--- src/rtl/occ_pkg.sv ---
package occ_pkg;

  localparam int COM_W = 2;

  typedef enum logic [COM_W-1:0] {
    COM_OFF    = 2'd0,
    COM_TOGGLE = 2'd1,
    COM_CLEAR  = 2'd2,
    COM_SET    = 2'd3
  } com_e;

  typedef struct packed {
    logic set;
    logic clr;
    logic tgl;
  } occ_act_t;

  // Action decode: at most one of set/clr/tgl is raised.
  function automatic occ_act_t occ_decode(input logic pwm, input logic [COM_W-1:0] com,
                                          input logic match, input logic bottom,
                                          input logic frc);
    occ_act_t a;
    logic ev;
    a  = '0;
    ev = match | frc;
    if (!pwm) begin
      unique case (com_e'(com))
        COM_TOGGLE: a.tgl = ev;
        COM_CLEAR:  a.clr = ev;
        COM_SET:    a.set = ev;
        default:    a     = '0;
      endcase
    end else begin
      unique case (com_e'(com))
        COM_CLEAR: begin
          a.clr = match;
          a.set = bottom & ~match;
        end
        COM_SET: begin
          a.set = match;
          a.clr = bottom & ~match;
        end
        default: a = '0;
      endcase
    end
    return a;
  endfunction

  // Pin data override: any nonzero field, except the reserved PWM code.
  function automatic logic occ_override(input logic pwm, input logic [COM_W-1:0] com);
    return (com != COM_OFF) && !(pwm && (com == COM_TOGGLE));
  endfunction

  function automatic logic occ_apply(input logic st, input occ_act_t a);
    if (a.tgl) return ~st;
    if (a.set) return 1'b1;
    if (a.clr) return 1'b0;
    return st;
  endfunction

endpackage

--- src/rtl/occ_action_decode.sv ---
module occ_action_decode
  import occ_pkg::*;
(
  input  logic             pwm_mode,
  input  logic [COM_W-1:0] com,
  input  logic             match,
  input  logic             bottom,
  input  logic             frc,
  output occ_act_t         act
);
  always_comb act = occ_decode(pwm_mode, com, match, bottom, frc);
endmodule

--- src/rtl/occ_state_reg.sv ---
module occ_state_reg
  import occ_pkg::*;
#(
  parameter logic RESET_STATE = 1'b0
) (
  input  logic     clk,
  input  logic     rst_n,
  input  occ_act_t act,
  output logic     state
);
  always_ff @(posedge clk or negedge rst_n) begin
    if (!rst_n) state <= RESET_STATE;
    else        state <= occ_apply(state, act);
  end
endmodule

--- src/rtl/occ_pin_mux.sv ---
module occ_pin_mux
  import occ_pkg::*;
(
  input  logic             pwm_mode,
  input  logic [COM_W-1:0] com,
  input  logic             state,
  input  logic             port_data,
  input  logic             port_dir,
  output logic             override,
  output logic             pin_out,
  output logic             pin_oe
);
  always_comb begin
    override = occ_override(pwm_mode, com);
    pin_out  = override ? state : port_data;
    pin_oe   = port_dir;
  end
endmodule

--- src/rtl/occ_unit.sv ---
module occ_unit
  import occ_pkg::*;
#(
  parameter logic RESET_STATE = 1'b0
) (
  input  logic             clk,
  input  logic             rst_n,
  input  logic             cmp_match_i,
  input  logic             cnt_bottom_i,
  input  logic             pwm_mode_i,
  input  logic [COM_W-1:0] com_i,
  input  logic             force_i,
  input  logic             port_data_i,
  input  logic             port_dir_i,
  output logic             pin_out_o,
  output logic             pin_oe_o,
  output logic             oc_state_o
);
  occ_act_t act;
  logic     act_set, act_clr, act_tgl;
  logic     override_w;
  logic     state_q;

  occ_action_decode u_dec (
    .pwm_mode (pwm_mode_i),
    .com      (com_i),
    .match    (cmp_match_i),
    .bottom   (cnt_bottom_i),
    .frc      (force_i),
    .act      (act)
  );

  // Named event wires for the checker.
  assign act_set = act.set;
  assign act_clr = act.clr;
  assign act_tgl = act.tgl;

  occ_state_reg #(.RESET_STATE(RESET_STATE)) u_st (
    .clk   (clk),
    .rst_n (rst_n),
    .act   (act),
    .state (state_q)
  );

  occ_pin_mux u_mux (
    .pwm_mode  (pwm_mode_i),
    .com       (com_i),
    .state     (state_q),
    .port_data (port_data_i),
    .port_dir  (port_dir_i),
    .override  (override_w),
    .pin_out   (pin_out_o),
    .pin_oe    (pin_oe_o)
  );

  assign oc_state_o = state_q;
endmodule

--- config.mk ---
export PLATFORM = sky130hd
export DESIGN_NAME = occ_unit
export DESIGN_NICKNAME = d
export VERILOG_FILES = /design/src/rtl/occ_pkg.sv /design/src/rtl/occ_action_decode.sv /design/src/rtl/occ_state_reg.sv /design/src/rtl/occ_pin_mux.sv /design/src/rtl/occ_unit.sv
export SDC_FILE = /design/constraint.sdc
export NUM_CORES = 1
export LEC_CHECK = 0
export CAP_MARGIN = 10
export CORE_AREA = 2 2 39 41
export DETAILED_ROUTE_END_ITERATION = 8
export DIE_AREA = 0 0 41 43
export DONT_BUFFER_PORTS = 1
export SKIP_CTS_REPAIR_TIMING = 1
export SLEW_MARGIN = 20
export SYNTH_ARGS = -nofsm -noshare
export SYNTH_HDL_FRONTEND = slang
export SYNTH_SLANG_ARGS = --single-unit
--- constraint.sdc ---
create_clock -name clk -period 1.6 [get_ports clk]
set_input_delay 0.24 -clock clk [delete_from_list [all_inputs] [get_ports clk]]
set_output_delay 0.24 -clock clk [all_outputs]
set_load 0.01 [all_outputs]
==> reports/results.txt, run 1 <==
13 I/O pins were placed. Area of all placed cells without fillers: 158 µm². The worst-path cell with the longest stage delay was sky130_fd_sc_hd__mux2_4. Clock latency on the worst-skew pair, taken at its later pin, is 0 ns. In the final routed layout, each cell accounts on average for 7.91 µm. Across the run, the number of max-cap violations was 0.

Adding up every negative setup slack in the final design gives 0 ns. The logs give 0 for the total of endpoints with negative setup slack in the final report and 14 for the standard-cell row count. The worst setup path is launched from a primary input. Once the floorplan was initialized, standard cells occupied 9.76% of the core.

Synthesis produced a netlist whose cell count is 17. The mean area per synthesized cell came out at 7.95 µm². The min-delay analysis places its worst path in the category primary input to register. In this run, the clock network consumes 0% of the power. The flip-flop count of the largest register, all copies and words added works out to 1. The first global-routing pass estimated 296 µm of wire. STA classifies the critical path endpoint as a primary output.

Of all nets on the critical path, the largest fanout is 3. For the finished layout, the period the worst path requires is 1.06 ns. Summing over every cut layer, the via total after detailed routing is 118. The worst register-to-register path ends at u_st.state. The hold path startpoint is com_i[0]. The via density per instance works out to 3.58.

The area of the die was 1760 µm². The tools report the total iterations of the first detailed-routing run as 1. The ratio of total power to cell area is 422 nW/µm². Across the VDD grid, the largest voltage drop is 0.0974 mV. For this block, the initial DRC count from the detailed router was 0. For flop-to-flop paths, the worst setup slack is 0.73 ns. The count of synthesis-stage warnings from yosys was 0; the core footprint was 1380 µm².

The initial antenna violation count was 0; the final hold violation count was 0. In this run the cell area measured after placement is 148 µm². Walking the worst path, the cells encountered are nor2b_2 > nor2_1 > mux2_4. 0 antenna diodes ended up in the layout. The tools report the internal power of the cells as 0.0471 mW. The via count of the first global-routing pass is 101, and the switching power summed over all nets is 0.0194 mW. The mapped netlist covers 135 µm². For the worst setup path, the data required time is 1.36 ns.

Clock-pin slew was measured on the worst setup and hold paths at 0 ns. The part of the cycle the worst path needs was 66.3%. The count of antenna-violating nets left after detailed routing is 0. The tools report the sink of the worst hold path as u_st.state. Ranked by flip-flop count, first place goes to u_st.state. The run gives 15 as the distinct cell type count after synthesis.

For the pin with the worst max-slew slack, the measured transition is 0.208 ns. The number of register bits inferred by synthesis came out at 1. The maximum clock frequency came out at 943 MHz. The number of nets handed over by synthesis was 27. The number of cells traversed by the worst register-to-register path is 4, and the width of the die is 41 µm.

Setup repair after global routing left no endpoint under its margin. The tools report the sequential share of the synthesized area as 18.5%. The dominant delay contributor by cell family on the critical path is multiplexers. The placer's final routability congestion estimate was 0.418.

Summed over all cells, the static leakage comes to 0.0544 nW. The worst hold path was traced through 2 stages. Across every metal layer, demand over resource in global routing totals 2.20%. For this run the aggregate overflow at the end of global routing stands at 0. The beginning of the worst register-to-register path is u_st.state. The port buffer count is 0.

The net count of the finished layout is 29. Entering global routing, the biggest net connects 5 pins. The path type of the worst setup path is primary input to primary output. In this run the vertical extent of the chip is 43 µm. Net switching is 29.2% of the power. The final layout contains routed wiring with a total length of 261 µm. The data arrival time of the critical path is 0.82 ns. The count of pins over their slew limit came out at 0.

From synthesis to final layout, the design area changed by 16.7%. The relative slew slack was 86.1%. The run finished with clean final reports.

The clock arrives with 0 ns of skew. Per report_power, the combinational group accounts for 44.2% of the total. The largest single stage delay on the critical path is 0.33 ns. The fraction of layout cells with a size suffix above 1 was 23.5%; the worst path buffer plus inverter count was 0.

In the final layout, the registers with the most flip-flops are u_st.state x1. In the routed design, unresolved DRC markers number 0. The run gives 55.8% as the part of the total power dissipated in sequential elements.
[cells by family (layout without fill, tap and decap cells)]
group,Yosys count,after routing,synth area share (%)
multiplexers,1,1,11.1
AND/OR/NAND/NOR,12,12,56.5
AO/OA/AOI/OAI,2,2,8.33
flip-flops,1,1,18.5
buffers and inverters,1,1,5.56
[layer usage]
metal | track usage, % | part of all wire (%) | vias to the layer above
met2 | 5.00 | 47 | 7
met4 | 0 | 0 | 0
met3 | 0 | 12 | 0
met5 | 0 | 0 | -
li1 | - | - | 60
met1 | 1.92 | 41 | 51
[through the flow]
step	util (%)	cells	setup WS, ns	power, mW	hold slack (ns)
floorplan	-	17	0.551	0.0635	-0.0556
global placement	10.7	32	0.540	0.0651	-0.0556
detailed placement	10.7	32	0.539	0.0654	-0.0556
CTS	10.7	32	0.539	0.0654	-0.0556
global route	11.4	33	0.505	0.0708	0.461
finish	11.4	33	0.540	0.0665	0.431
[power by group through the flow]
stage	Combinational, mW	Clock (mW)	Sequential (mW)
floorplan	0.0277	0	0.0358
global placement	0.0277	0	0.0374
global route	0.0329	0	0.0379
detailed placement	0.0281	0	0.0374
finish	0.0294	0	0.0371
CTS	0.0281	0	0.0374
[worst max path at each step]
stage / cells past startpoint / slack (ns) / from / endpoint
6_report: 3 / 0.54 / com_i[0] / pin_out_o
5_1_grt: 3 / 0.51 / com_i[0] / pin_out_o
4_1_cts: 3 / 0.54 / com_i[0] / pin_out_o
3_5_place_dp: 3 / 0.54 / com_i[0] / pin_out_o
3_3_place_gp: 3 / 0.54 / com_i[0] / pin_out_o
2_1_floorplan: 3 / 0.55 / com_i[0] / pin_out_o
[synth_stat cells (all sizes together)]
cell | n | area share [%]
a21oi | 1 | 3.7
nand3b | 1 | 5.6
nand4 | 1 | 4.6
or2 | 1 | 4.6
dfrtp | 1 | 19
nand2 | 3 | 10
nand2b | 1 | 4.6
nand3 | 1 | 3.7
mux2 | 1 | 11
nor4b | 1 | 11
o22ai | 1 | 4.6
nor2 | 2 | 5.6
buf | 1 | 5.6
nor2b | 1 | 6.5
[layout by cell type (no fill, tap or decap), drive strengths merged]
| cell | n |
|---|---|
| nand2 | 3 |
| nor2 | 2 |
| nor2b | 1 |
| mux2 | 1 |
| nor4b | 1 |
| or2 | 1 |
| nand2b | 1 |
| a21oi | 1 |
| nand4 | 1 |
| o22ai | 1 |
| nand3b | 1 |
| nand3 | 1 |
| dlygate4sd3 | 1 |
| dfrtp | 1 |
[layout make-up]
type	count	area (µm²)
fillers	163	1230
multi-input cells	15	103
flip-flops and latches	1	25.0
well taps	16	20.0
repair buffers	1	10.0
No activity file was read; power rests on OpenSTA's default activity.
==> run 2: changes to the inputs <==
clock period = 0.9 ns   (was 1.6 ns; I/O delays follow)
==> run 2 against run 1 <==
  * Final area grew 4.8%
  * Utilization increased by 0.54 points
  * Cell count increased by 3.0%
  * Total power increased by 94%
  * Critical endpoint unchanged
  * Highest routed layer unchanged
==> reports/results.txt, run 2 (synthesis results as in run 1) <==
The remaining global-route overflow was 0 (unchanged); the relative slew slack was 86.4% (+0.27 points). For the routed wire length, the log shows 266 µm (+1.9%). The kind of start point of the critical path is a primary input. Final-stage net count: 30 (+3.4%).

The startpoint identified for the worst register-to-register timing path is u_st.state. The ratio of total power to cell area came out at 783 nW/µm² (+86%). The logs give 165 µm² (+4.8%) for the area of all placed cells without fillers and 289 µm (-2.4%) for the global-route wire length before repair.

The maximum clock frequency is 1170 MHz. The width of the die is 41 µm (unchanged). The worst setup path is of the primary input to primary output kind. For the setup slack at placement, the log shows 0.0352 ns (-0.504 ns). The number of cells traversed by the worst register-to-register path is 4 (unchanged). The count of pins over their slew limit is 0 (unchanged).

The average detailed-routed wire length per instance was 7.82 µm (-1.1%); the post-route worst setup slack was 0.0425 ns (-0.497 ns). Total of endpoints with negative setup slack in the final report: 0 (unchanged). The largest voltage drop on the vdd net was 0.203 mV (+110%); the count of pins on the block boundary was 13 (unchanged). For the fraction of the core area covered by cells at the end of the flow, the log shows 11.9% (+0.54 points). The worst endpoint required time is 0.76 ns (-0.60 ns), and the port buffer count is 0 (unchanged). The logs give 0.418 (unchanged) for the placer's final routability congestion estimate and 0 (unchanged) for the count of antenna diodes in the layout. For the total negative slack for setup checks, the log shows 0 ns (unchanged).

The tools report the via count of the first global-routing pass as 109 (+7.9%). The tools report the footprint of the flip-flops and latches as 25.0 µm² (unchanged). The logs give 1 (unchanged) for the total iterations of the first detailed-routing run and 0.08 ns (-0.65 ns) for the setup slack of the worst register-to-register path. The clock network latency to the later pin of the worst-skew pair came out at 0 ns (unchanged). The fill cell instance count of the final layout was 160 (-1.8%); the total vias in the final route was 129 (+9.3%). The maximum fanout count along the critical path works out to 3 (unchanged). The final hold violation count came out at 0 (unchanged).

The flip-flop count of the largest register, all copies and words added is 1 (unchanged). The area of the die was 1760 µm² (unchanged). The die extent in y works out to 43 µm (unchanged). The total leakage power is 0.0594 nW (+9.1%). The via density per instance came out at 3.79 (+6.1%). The tools report the standard-cell row count as 14 (unchanged).

In this run the worst hold path is classified as primary input to primary output. Compared with the post-synthesis result, the final layout area differs by 22.2%. The critical path ends at pin_out_o. The starting density of the core was 9.76% (unchanged).

More flip-flops sit in one register than any other, and that register is u_st.state. The run gives 0 (unchanged) as the initial antenna violation count. The most critical setup path has its startpoint at com_i[0]. In the layout the commonest cells are sky130_fd_sc_hd__nor2_1 (2), sky130_fd_sc_hd__nand2_1 (2). The terminus of the critical flop-to-flop path was u_st.state. The tools report the number of remaining DRC errors as 0 (unchanged). The fraction of layout cells with a size suffix above 1 is 27.8% (+4.2 points).

In the final layout, the registers with the most flip-flops are u_st.state x1. The run gives 0 (unchanged) as the count of antenna-violating nets left after detailed routing. The hold-critical path depth works out to 0 (-2).

The total cell area at the placement stage is 155 µm² (+5.1%). Setup repair after global routing left no endpoint under its margin. The clock period could shrink to 0.857 ns.

The part of the cycle the worst path needs came out at 95.3%. The flow ran to the end, and the final reports show no timing, DRC or antenna violations. The tools report the clock skew after layout as 0 ns (unchanged). The core footprint was 1380 µm² (unchanged); the slew at the pin with the worst max-slew slack was 0.204 ns (-0.00408 ns). STA classifies the critical path endpoint as a primary output. The run gives 0 (unchanged) as the reported max-cap violation count. Global-route usage over all layers: 2.20% (unchanged).

Area taken by multi-input logic gates: 103 µm² (unchanged). The violation count after the first detailed-routing iteration was 0 (unchanged). The data arrival time of the critical path came out at 0.72 ns (-0.10 ns). The tools report the maximum number of pins on one net before global-route repair as 5 (unchanged).
[run 2: cell types whose count changed in the layout (fill, tap and decap cells not counted)]
cell | previous run | this run
sky130_fd_sc_hd__buf_4 | 0 | 1
[run 2: final cells by class]
type                       instances  area share (%)
multi-input combinational         15            62.1
timing repair buffer               2            10.6
sequential                         1            15.2
tap                               16            12.1
[run 2: how the worst min path moves through the flow]
stage               startpoint    endpoint  slack, ns
global route        port_dir_i    pin_oe_o       0.27
floorplan                rst_n  u_st.state      -0.16
finish              port_dir_i    pin_oe_o       0.27
global placement         rst_n  u_st.state      -0.16
CTS                      rst_n  u_st.state      -0.16
detailed placement       rst_n  u_st.state      -0.16
[run 2: report_power, final]
part / switching (mW) / internal [mW] / leakage [nW]
registers: 0.00774 / 0.0534 / 0.0123
clock network: 0 / 0 / 0
logic: 0.0289 / 0.0393 / 0.0471
[run 2: critical path, stage by stage]
cell and delay, ns:
sky130_fd_sc_hd__nor2b_2 0.14, sky130_fd_sc_hd__nor2_1 0.12, sky130_fd_sc_hd__mux2_4 0.33
[run 2: stage by stage]
step / power [mW] / cells / hold slack [ns]
after global placement: 0.127 / 33 / -0.161
after detailed placement: 0.128 / 33 / -0.161
after CTS: 0.128 / 33 / -0.161
after global routing: 0.138 / 34 / 0.270
final: 0.129 / 34 / 0.270
after floorplan: 0.113 / 17 / -0.161
[run 2: layer usage]
| layer | vias to the layer above | GRT usage (%) | part of all wire [%] |
|---|---|---|---|
| li1 | 63 | - | - |
| met1 | 58 | 0.958 | 32 |
| met2 | 8 | 5.94 | 53 |
| met3 | 0 | 0 | 14 |
| met4 | 0 | 0 | 0 |
| met5 | - | 0 | 0 |
